## config.mk

```make
export PLATFORM = sky130hd
export DESIGN_NAME = tcam_segmented
export DESIGN_NICKNAME = d
export VERILOG_FILES = /design/src/rtl/tcam_pkg.sv /design/src/rtl/tcam_word_store.sv /design/src/rtl/tcam_seg_compare.sv /design/src/rtl/tcam_prio_enc.sv /design/src/rtl/tcam_segmented.sv
export SDC_FILE = /design/constraint.sdc
export NUM_CORES = 2
export LEC_CHECK = 0
export BUFFER_PORTS_ARGS = -buffer_cell sky130_fd_sc_hd__buf_2
export CAP_MARGIN = 5
export CORE_MARGIN = 2
export CORE_UTILIZATION = 33
export DETAILED_ROUTE_END_ITERATION = 10
export PLACE_DENSITY = 0.5
export SLEW_MARGIN = 20
export SYNTH_ARGS = -nofsm -noshare
export SYNTH_HDL_FRONTEND = slang
export SYNTH_HIERARCHICAL = 1
export SYNTH_SLANG_ARGS = --single-unit
```

## constraint.sdc

```tcl
create_clock -name clk -period 14.1 [get_ports clk]
set_input_delay 0.705 -clock clk [delete_from_list [all_inputs] [get_ports clk]]
set_output_delay 0.705 -clock clk [all_outputs]
set_load 0.01 [all_outputs]
```

## src/rtl/tcam_pkg.sv

```systemverilog
// Shared types for the segmented ternary CAM.
package tcam_pkg;
    // Search sequencer states.
    typedef enum logic {
        S_IDLE = 1'b0,
        S_RUN  = 1'b1
    } srch_state_t;
endpackage

```

## src/rtl/tcam_word_store.sv

```systemverilog
// Entry storage: data, care vector, per-slice blank flags and valid flags.
// Assumes write and erase may both fire in one cycle; erase then wins.
// Data, care and blank flags are not reset: valid gates their use.
module tcam_word_store #(
    parameter int WORDS = 32,
    parameter int WIDTH = 64,
    parameter int SEG_W = 8,
    parameter int NSEG  = WIDTH / SEG_W,
    parameter int AW    = $clog2(WORDS)
) (
    input  logic                             clk,
    input  logic                             rst_n,
    input  logic                             wr_en,
    input  logic [AW-1:0]                    wr_addr,
    input  logic [WIDTH-1:0]                 wr_data,
    input  logic [WIDTH-1:0]                 wr_care,
    input  logic                             er_en,
    input  logic [AW-1:0]                    er_addr,
    output logic [WORDS-1:0][WIDTH-1:0]      val_q,
    output logic [WORDS-1:0][WIDTH-1:0]      care_q,
    output logic [WORDS-1:0][NSEG-1:0]       blank_q,
    output logic [WORDS-1:0]                 valid_q
);
    logic [NSEG-1:0] wr_blank;

    // One blank detector per slice of the incoming care vector.
    for (genvar s = 0; s < NSEG; s++) begin : g_blank
        assign wr_blank[s] = ~|wr_care[s*SEG_W +: SEG_W];
    end

    // Store data, care vector and blank flags on a write.
    always_ff @(posedge clk) begin
        if (wr_en) begin
            val_q[wr_addr]   <= wr_data;
            care_q[wr_addr]  <= wr_care;
            blank_q[wr_addr] <= wr_blank;
        end
    end

    // Maintain valid flags; an erase overrides a same-cycle write.
    always_ff @(posedge clk) begin
        if (!rst_n) begin
            valid_q <= '0;
        end else begin
            if (wr_en) valid_q[wr_addr] <= 1'b1;
            if (er_en) valid_q[er_addr] <= 1'b0;
        end
    end
endmodule

```

## src/rtl/tcam_seg_compare.sv

```systemverilog
// Compares one selected slice of every entry against the same key slice.
// seg_ok: slice is blank or matches in all care bits.
// seg_eval: slice is not blank, so comparing it costs one unit.
module tcam_seg_compare #(
    parameter int WORDS = 32,
    parameter int WIDTH = 64,
    parameter int SEG_W = 8,
    parameter int NSEG  = WIDTH / SEG_W,
    parameter int SW    = (NSEG > 1) ? $clog2(NSEG) : 1
) (
    input  logic [SW-1:0]                    stage,
    input  logic [WIDTH-1:0]                 key,
    input  logic [WORDS-1:0][WIDTH-1:0]      val,
    input  logic [WORDS-1:0][WIDTH-1:0]      care,
    input  logic [WORDS-1:0][NSEG-1:0]       blank,
    output logic [WORDS-1:0]                 seg_ok,
    output logic [WORDS-1:0]                 seg_eval
);
    logic [SEG_W-1:0] key_seg;

    // Select the key slice for the current stage.
    assign key_seg = key[stage*SEG_W +: SEG_W];

    for (genvar w = 0; w < WORDS; w++) begin : g_word
        logic [SEG_W-1:0] diff;
        // Masked difference of this entry's slice against the key slice.
        always_comb begin
            diff        = (key_seg ^ val[w][stage*SEG_W +: SEG_W])
                        & care[w][stage*SEG_W +: SEG_W];
            seg_eval[w] = ~blank[w][stage];
            seg_ok[w]   = blank[w][stage] | ~|diff;
        end
    end
endmodule

```

## src/rtl/tcam_prio_enc.sv

```systemverilog
// Lowest-index priority encoder; idx is 0 when no request is set.
module tcam_prio_enc #(
    parameter int WORDS = 32,
    parameter int AW    = $clog2(WORDS)
) (
    input  logic [WORDS-1:0] req,
    output logic             any,
    output logic [AW-1:0]    idx
);
    // Scan downward so the lowest set index is kept last.
    always_comb begin
        any = |req;
        idx = '0;
        for (int i = WORDS - 1; i >= 0; i--) begin
            if (req[i]) idx = AW'(i);
        end
    end
endmodule

```

## src/rtl/tcam_segmented.sv

```systemverilog
// Segmented match-line ternary CAM top.
// A search captures the key and the valid set, then walks one slice per
// clock. Entries leave the live set at their first mismatching slice.
// Blank slices are passed without cost. After the last slice, the result
// and a done pulse are registered. The array must not be written during
// a search.
module tcam_segmented #(
    parameter int WORDS = 32,
    parameter int WIDTH = 64,
    parameter int SEG_W = 8,
    parameter int CNT_W = 32,
    localparam int NSEG = WIDTH / SEG_W,
    localparam int AW   = $clog2(WORDS),
    localparam int SW   = (NSEG > 1) ? $clog2(NSEG) : 1,
    localparam int CW   = $clog2(WORDS + 1)
) (
    input  logic             clk,
    input  logic             rst_n,
    input  logic             wr_en,
    input  logic [AW-1:0]    wr_addr,
    input  logic [WIDTH-1:0] wr_data,
    input  logic [WIDTH-1:0] wr_care,
    input  logic             er_en,
    input  logic [AW-1:0]    er_addr,
    input  logic             srch_start,
    input  logic [WIDTH-1:0] srch_key,
    output logic             srch_done,
    output logic             srch_hit,
    output logic [AW-1:0]    srch_addr,
    output logic [CNT_W-1:0] seg_count
);
    import tcam_pkg::*;

    logic [WORDS-1:0][WIDTH-1:0] val_q;
    logic [WORDS-1:0][WIDTH-1:0] care_q;
    logic [WORDS-1:0][NSEG-1:0]  blank_q;
    logic [WORDS-1:0]            valid_q;

    srch_state_t      state;
    logic [SW-1:0]    stage;
    logic [WIDTH-1:0] key_q;
    logic [WORDS-1:0] alive;
    logic [WORDS-1:0] seg_ok;
    logic [WORDS-1:0] seg_eval;
    logic [WORDS-1:0] alive_nxt;
    logic [WORDS-1:0] cost_vec;
    logic [CW-1:0]    stage_cost;
    logic             any_hit;
    logic [AW-1:0]    first_idx;
    logic             busy;
    logic             last_stage;

    tcam_word_store #(
        .WORDS(WORDS), .WIDTH(WIDTH), .SEG_W(SEG_W), .NSEG(NSEG), .AW(AW)
    ) u_store (
        .clk(clk), .rst_n(rst_n),
        .wr_en(wr_en), .wr_addr(wr_addr), .wr_data(wr_data), .wr_care(wr_care),
        .er_en(er_en), .er_addr(er_addr),
        .val_q(val_q), .care_q(care_q), .blank_q(blank_q), .valid_q(valid_q)
    );

    tcam_seg_compare #(
        .WORDS(WORDS), .WIDTH(WIDTH), .SEG_W(SEG_W), .NSEG(NSEG), .SW(SW)
    ) u_cmp (
        .stage(stage), .key(key_q),
        .val(val_q), .care(care_q), .blank(blank_q),
        .seg_ok(seg_ok), .seg_eval(seg_eval)
    );

    tcam_prio_enc #(
        .WORDS(WORDS), .AW(AW)
    ) u_enc (
        .req(alive_nxt), .any(any_hit), .idx(first_idx)
    );

    assign busy       = (state == S_RUN);
    assign last_stage = (stage == SW'(NSEG - 1));
    assign alive_nxt  = alive & seg_ok;
    assign cost_vec   = alive & seg_eval;

    // Count the entries whose current slice is actually compared.
    always_comb begin
        stage_cost = '0;
        for (int i = 0; i < WORDS; i++) begin
            stage_cost = stage_cost + CW'(cost_vec[i]);
        end
    end

    // Search sequencer: capture, walk the slices, register the result.
    always_ff @(posedge clk) begin
        if (!rst_n) begin
            state     <= S_IDLE;
            stage     <= '0;
            key_q     <= '0;
            alive     <= '0;
            srch_done <= 1'b0;
            srch_hit  <= 1'b0;
            srch_addr <= '0;
        end else begin
            srch_done <= 1'b0;
            if (!busy) begin
                if (srch_start) begin
                    key_q <= srch_key;
                    alive <= valid_q;
                    stage <= '0;
                    state <= S_RUN;
                end
            end else begin
                alive <= alive_nxt;
                if (last_stage) begin
                    state     <= S_IDLE;
                    srch_done <= 1'b1;
                    srch_hit  <= any_hit;
                    srch_addr <= first_idx;
                end else begin
                    stage <= stage + 1'b1;
                end
            end
        end
    end

    // Activity counter: add this stage's comparisons while running.
    always_ff @(posedge clk) begin
        if (!rst_n) begin
            seg_count <= '0;
        end else if (busy) begin
            seg_count <= seg_count + CNT_W'(stage_cost);
        end
    end
endmodule

```

Yosys cells after proc, flatten, opt, wreduce, memory -nomap -nowiden
Cells that the tools add are included.

storage, ports and cells
  register bits = 4523
  bits in latches = 0
  RAM bits = 0
  ROM bits = 0
  input port bits = 207
  word-level logic and storage cells = 551
  memories kept = 0

cells by class
  $add $sub $neg = 33
  multiply operators = 0
  div/mod/pow operators = 0
  magnitude comparators = 5
  eq/ne operators = 2
  shift operators = 65
  mux-type cells = 119
  bitwise gates (word level) = 134
  reduce and logical (&&, ||, !) cells = 88

operators with widths
  operator                                            count
  variable part select 64 x 7 -> 8 bit                65
  bitwise mux 2048 bit                                2
  demux 64 bit (select 5 bit)                         1
  OR reduction 8 bit                                  40
  bitwise AND 8 bit                                   32
  bitwise mux 256 bit                                 1
  XOR 8 bit                                           32
  two-way mux 32 bit                                  5
  two-way mux 5 bit                                   32
  adder 6 x 1 -> 6 bit                                26
  bitwise AND 32 bit                                  3
  binary-select mux 1 bit (select 3 bit)              32
  two-way mux 64 bit                                  1
  demux 8 bit (select 5 bit)                          1
  logical NOT 1 bit                                   40
  two-way mux 1 bit                                   38
  inverter 1 bit                                      33
  adder 32 x 6 -> 32 bit                              1
  inverter 32 bit                                     1
  OR 1 bit                                            32
  OR 32 bit                                           1
  OR reduction 32 bit                                 1
  < comparator 5 x 6 -> 1 bit, second input constant  2
  demux 1 bit (select 5 bit)                          2
  other kinds (15)                                    22

Depth between registers and ports, before layout
  word-level depth = 39
  mapped depth = 26
  mapped depth without buffers = 19

Hierarchy
Netlist, hierarchy kept.

by module, submodules not included
  module            times used  cells an instance  area each (sq um)  seq. area each (sq um)
  tcam_word_store   1           4502               132203.0           131326.0
  tcam_seg_compare  1           2404               35937.0            0.0
  tcam_segmented    1           821                6779.0             2782.7
  tcam_prio_enc     1           65                 385.4              0.0

Least setup slack after synthesis
Ideal clock, no wire load.

  path type = input-to-reg
  start = in wr_addr[3]
  end = reg u_store.valid_q[1]
  library setup time = 0.084 ns
  data arrival time = 7.677 ns
  required time = 14.016 ns
  slack = 6.339 ns
  stages on the path = 3
  buffers on the path = 0
  path through = or3_1 -> nor2_1 -> o221a_2

on the way
  word-level cells in the longest chain between the ends = 9
  elaborated cells between the ends (all ways) = 10

RTL lines
  item                                                                                               line                   RTL
  start, declared                                                                                    tcam_segmented.sv:20   input logic [AW-1:0] wr_addr,
  < comparator 5 x 6 -> 1 bit (implied by the code) or >= comparator 5 x 1 -> 1 bit (tied branches)  tcam_word_store.sv:45  if (wr_en) valid_q[wr_addr] <= 1'b1;
  logical AND 1 bit (implied by the code)                                                            tcam_word_store.sv:45
  two-way mux 1 bit (implied by the code)                                                            tcam_word_store.sv:45
  demux 1 bit (select 5 bit) (*)                                                                     --
  OR 32 bit (no source line) (*)                                                                     --
  two-way mux 32 bit (*)                                                                             tcam_word_store.sv:45
  two-way mux 32 bit (*)                                                                             tcam_word_store.sv:42  if (!rst_n) begin
  bitwise AND 32 bit (no source line)                                                                --
  two-way mux 32 bit (*)                                                                             tcam_word_store.sv:46  if (er_en) valid_q[er_addr] <= 1'b0;
  end signal, assigned                                                                               tcam_word_store.sv:43  valid_q <= '0;
  end signal, assigned by index                                                                      tcam_word_store.sv:45
  end signal, assigned by index                                                                      tcam_word_store.sv:46
  end, declared                                                                                      tcam_word_store.sv:22  output logic [WORDS-1:0] valid_q

Mark *: on every way between the ends. The rest lies on a longest branch, timed or not. The select of a mux whose other input is x is not followed.
A chain may end at the register's enable or synchronous reset.

Worst setup path after layout
  start = reg stage[0]
  end = reg seg_count[24]

on the way
  elaborated cells between the ends (all ways) = 129

RTL lines
  item                                     line                    RTL
  start, declared                          tcam_segmented.sv:40    logic [SW-1:0] stage;
  start signal, assigned                   tcam_segmented.sv:116   stage <= stage + 1'b1;
  binary-select mux 1 bit (select 3 bit)   tcam_seg_compare.sv:30  seg_eval[w] = ~blank[w][stage];
  two-way mux 1 bit (implied by the code)  tcam_seg_compare.sv:30
  inverter 1 bit                           tcam_seg_compare.sv:30
  via seg_eval[23]                         tcam_segmented.sv:44    logic [WORDS-1:0] seg_eval;
  bitwise AND 32 bit                       tcam_segmented.sv:79    assign cost_vec = alive & seg_eval;
  adder 6 x 1 -> 6 bit (9 in a row)        tcam_segmented.sv:85    stage_cost = stage_cost + CW'(cost_vec[i]);
  adder 32 x 6 -> 32 bit                   tcam_segmented.sv:127   seg_count <= seg_count + CNT_W'(stage_cost);
  end signal, assigned                     tcam_segmented.sv:127
  end, declared                            tcam_segmented.sv:30    output logic [CNT_W-1:0] seg_count

The timed path passes the listed nets, and every way through them passes these cells. The select of a mux whose other input is x is not followed.

==> results.cfg <==
[detailed_routing]
detail-route-antenna-nets = 0
detailedRoute.firstIterationViolations = 10500
vias_per_cell = 5.34
drt_pass1_iterations = 5
vias = 84600
totalWireLength_mm = 523
drt_drc_violations_left = 0
routed_wire_length_per_instance_um = 33.0

[die]
start_util_pct = 33.1
floorplan.die_area_um2 = 537000
core_area_um2 = 529000
die_width_um = 733
ios = 246
dieHeight_um = 733
rows = 267

[sta]
transition_at_the_pin_with_the_smallest_max_transition_slack_ns = 1.29
fin_crit_sh_pct = 59.5
rsz0062_at_grt = false
max_slew_margin_pct = 13.7
setup_viol_count_final = 0
skew_ns = 0.0889
whs_ns = 0.103
fin_setup_tns_ns = 0
final_max_slew_viol_count = 0
achievable-frequency_ghz = 0.119
setup_slack_ns = 5.71
final_hold_viol_count = 0
min_period_ns = 8.39

[yosys]
largest_family_of_logic_cells_by_synthesized_area = multiplexers
synthesis.area_um2 = 175000
main_flop_type_after_synthesis = edfxtp_1
postSynthNetCount = 8042
synth.distinct_cells = 61
asyncSetResetFlopFracSynth_pct = 0
synth_compound_gate_area_share_pct = 1.52
yosysSeqAreaShare_pct = 76.5
synthCells = 7792
post_synth_fa_ha_maj_area_fraction_pct = 0.418
yosys.area_share.simple_pct = 1.35
synth_enable_flop_cells = 4352
multiplexer_share_of_the_synthesized_area_pct = 17.6
synth.ff_latch_count = 4523
yosysWarnings = 6
synthXorXnorAreaFrac_pct = 1.35
postSynthAreaPerCell_um2 = 22.5

[setup_path]
setup.worst_path.class = reg -> reg
worst_path_max_delay_cell = buf_4
crit_path_frequent_cell = fa_1
timing.critical_path.from_type = register
worst_r2r_path_depth = 20
timing.critical_path.arrival_ns = 9.32
crit_path_cell_trace = buf_12 -> buf_4 -> mux4_2 -> mux2i_1 -> nand2_1 -> fa_1 -> inv_1 -> fa_1 -> inv_1 -> fa_1 -> inv_1 -> fa_1 -> fa_1 -> inv_1 -> fa_1 -> nand2b_1 -> a21oi_1 -> o21ai_1 -> nor4_1 -> mux2i_1
rrSetupSlack_ns = 5.71
reg2reg_to = seg_count[24]$_SDFFE_PN0P_
worstSetupEndpointType = register
crit_path_max_fanout = 69
worstSetupStartpoint = stage[0]$_SDFFE_PN0P_
cp-endpoint = seg_count[24]$_SDFFE_PN0P_
critical-path-max-stage-delay_ns = 0.76
crit-reg2reg-launch = stage[0]$_SDFFE_PN0P_
timing.critical_path.required_ns = 15.03

[job]
timing.max_cap.violations = 0

[power_and_ir_drop]
seq_power_share_pct = 51.9
netSwitchingFraction_pct = 22.4
p_int_mw = 22.3
power_density_nw_per_um2 = 143
p_clk_share_pct = 42.4
power.switching_mw = 6.44
power.combinational.fraction_pct = 5.7
vdd_drop_max_uv = 117
power.leakage_nw = 59.6

[clock_tree]
insertion_delay_ns = 1.05
setup_bufs_post_cts = 0
numCtsBuffers = 461
cts_num_sinks = 4523
ctsHtreeMaxLevel = 5
tritoncts = done
clk_pin_slew_worst_paths_ns = 0.06
clk_root_buffer_cell = clkbuf_16
clk_path_buf_depth = 4
cts-resized-gates = 0
ctsHoldBuffers = 64

[global_route]
groute.usage.overall_pct = 19.0
grt_pass1_vias = 84900
grt.overflow.total = 0
grt_start_max_net_pins = 138
antenna_found_initial = 79
grt_first_pass_wirelength_mm = 714

[worst_hold_path]
min_path_type = in -> reg

[place]
pre_cts_ws_ns = 5.63
placement.io_buffers = 245
dp_hpwl_mm = 309
routabilityCongestion = 0.873

[run_status]
run_status = finished clean

[cells_and_area]
layout.cells.most_common = edfxtp_1
numnets_final = 8694
drive_above_1_share_pct = 27.1
flow.area_growth_from_synthesis_pct = 14.9
final_cell_mix = edfxtp_1 (4352), mux4_2 (1104), mux2i_1 (579)
[cells in the mapped netlist, drive strengths merged (22+ instances only)]
master,count,area [um^2]
o41ai,32,521
nor2,133,542
inv,32,120
xnor2,262,2290
and2,45,282
mux2i,588,5940
edfxtp,4352,131000
nand3,22,110
fa,26,521
o221a,32,360
dfxtp,171,3420
clkbuf,124,465
buf,258,1660
o22ai,128,801
nand2,173,657
mux4,1104,24900
or4,24,188
a21oi,132,664
[state kept, by name, summed over array words and instances (netlist names), 3 cells and up]
register and flops:
u_store/care_q 2048, u_store/blank_q 256, srch_addr 5, alive 32, u_store/valid_q 32, key_q 64
u_store/val_q 2048, stage 3, seg_count 32
[through the flow]
step	cells	total power, mW	cell area [um^2]	util (%)
after floorplan	7792	16.0	175000	-
after global placement	14900	16.9	186000	35.1
after detailed placement	14900	16.9	186000	35.1
after CTS	15800	29.0	201000	38.1
after global routing	15800	29.6	201000	38.1
final	15800	28.7	201000	38.1
[logic make-up (layout without fill, tap and decap cells)]
group,Yosys count,after routing
flops,4523,4523
simple gates,478,478
mux,1694,1694
fa+ha+maj,43,43
buf+inv,414,1453
xor+xnor,270,270
other cells,0,16
compound gates,370,370
[cell type report]
class,instances,area [um^2]
antenna,16,40.0
clock buffer,557,12100
clock inverter,293,2970
fill,47200,327000
inverter,32,123
multi-input combinational,2855,39300
sequential,4523,134000
tap,6994,8750
timing repair buffer,571,4140
[power groups by stage]
stage	registers [mW]	clock network [mW]	logic [mW]
floorplan	15.2	0	0.764
global placement	15.2	0	1.66
detailed placement	15.2	0	1.66
CTS	14.9	12.4	1.68
global route	14.9	12.9	1.71
finish	14.9	12.2	1.64
[per-layer routing]
metal	GRT usage, %	part of all wire [%]
met4	5.16	3.0
met1	26.3	42
met2	31.5	49
met5	0	0.018
met3	2.63	6.2
[worst min-delay path by stage]
stage | start | to | slack [ns] | cells after the start
4_1_cts | wr_care[55] | u_store/care_q[1271]$_DFFE_PP_ | 0.03 | 1
3_3_place_gp | key_q[21]$_SDFFE_PN0P_ | key_q[21]$_SDFFE_PN0P_ | 0.44 | 2
2_1_floorplan | key_q[32]$_SDFFE_PN0P_ | key_q[32]$_SDFFE_PN0P_ | 0.43 | 2
3_5_place_dp | key_q[16]$_SDFFE_PN0P_ | key_q[16]$_SDFFE_PN0P_ | 0.45 | 2
5_1_grt | wr_care[55] | u_store/care_q[1271]$_DFFE_PP_ | 0.04 | 1
6_report | wr_care[55] | u_store/care_q[1271]$_DFFE_PP_ | 0.10 | 1
[critical path, delay by kind of cell (launching register included)]
family                     cells  cell delay [ns]
and+or+nand+nor                3             0.79
AOI/OAI and AO/OA              2             1.10
muxes                          3             1.28
DFF                            1             0.61
adders and majority gates      6             2.72
buffers and inverters          6             1.51
(Power assumes the default switching activity.)
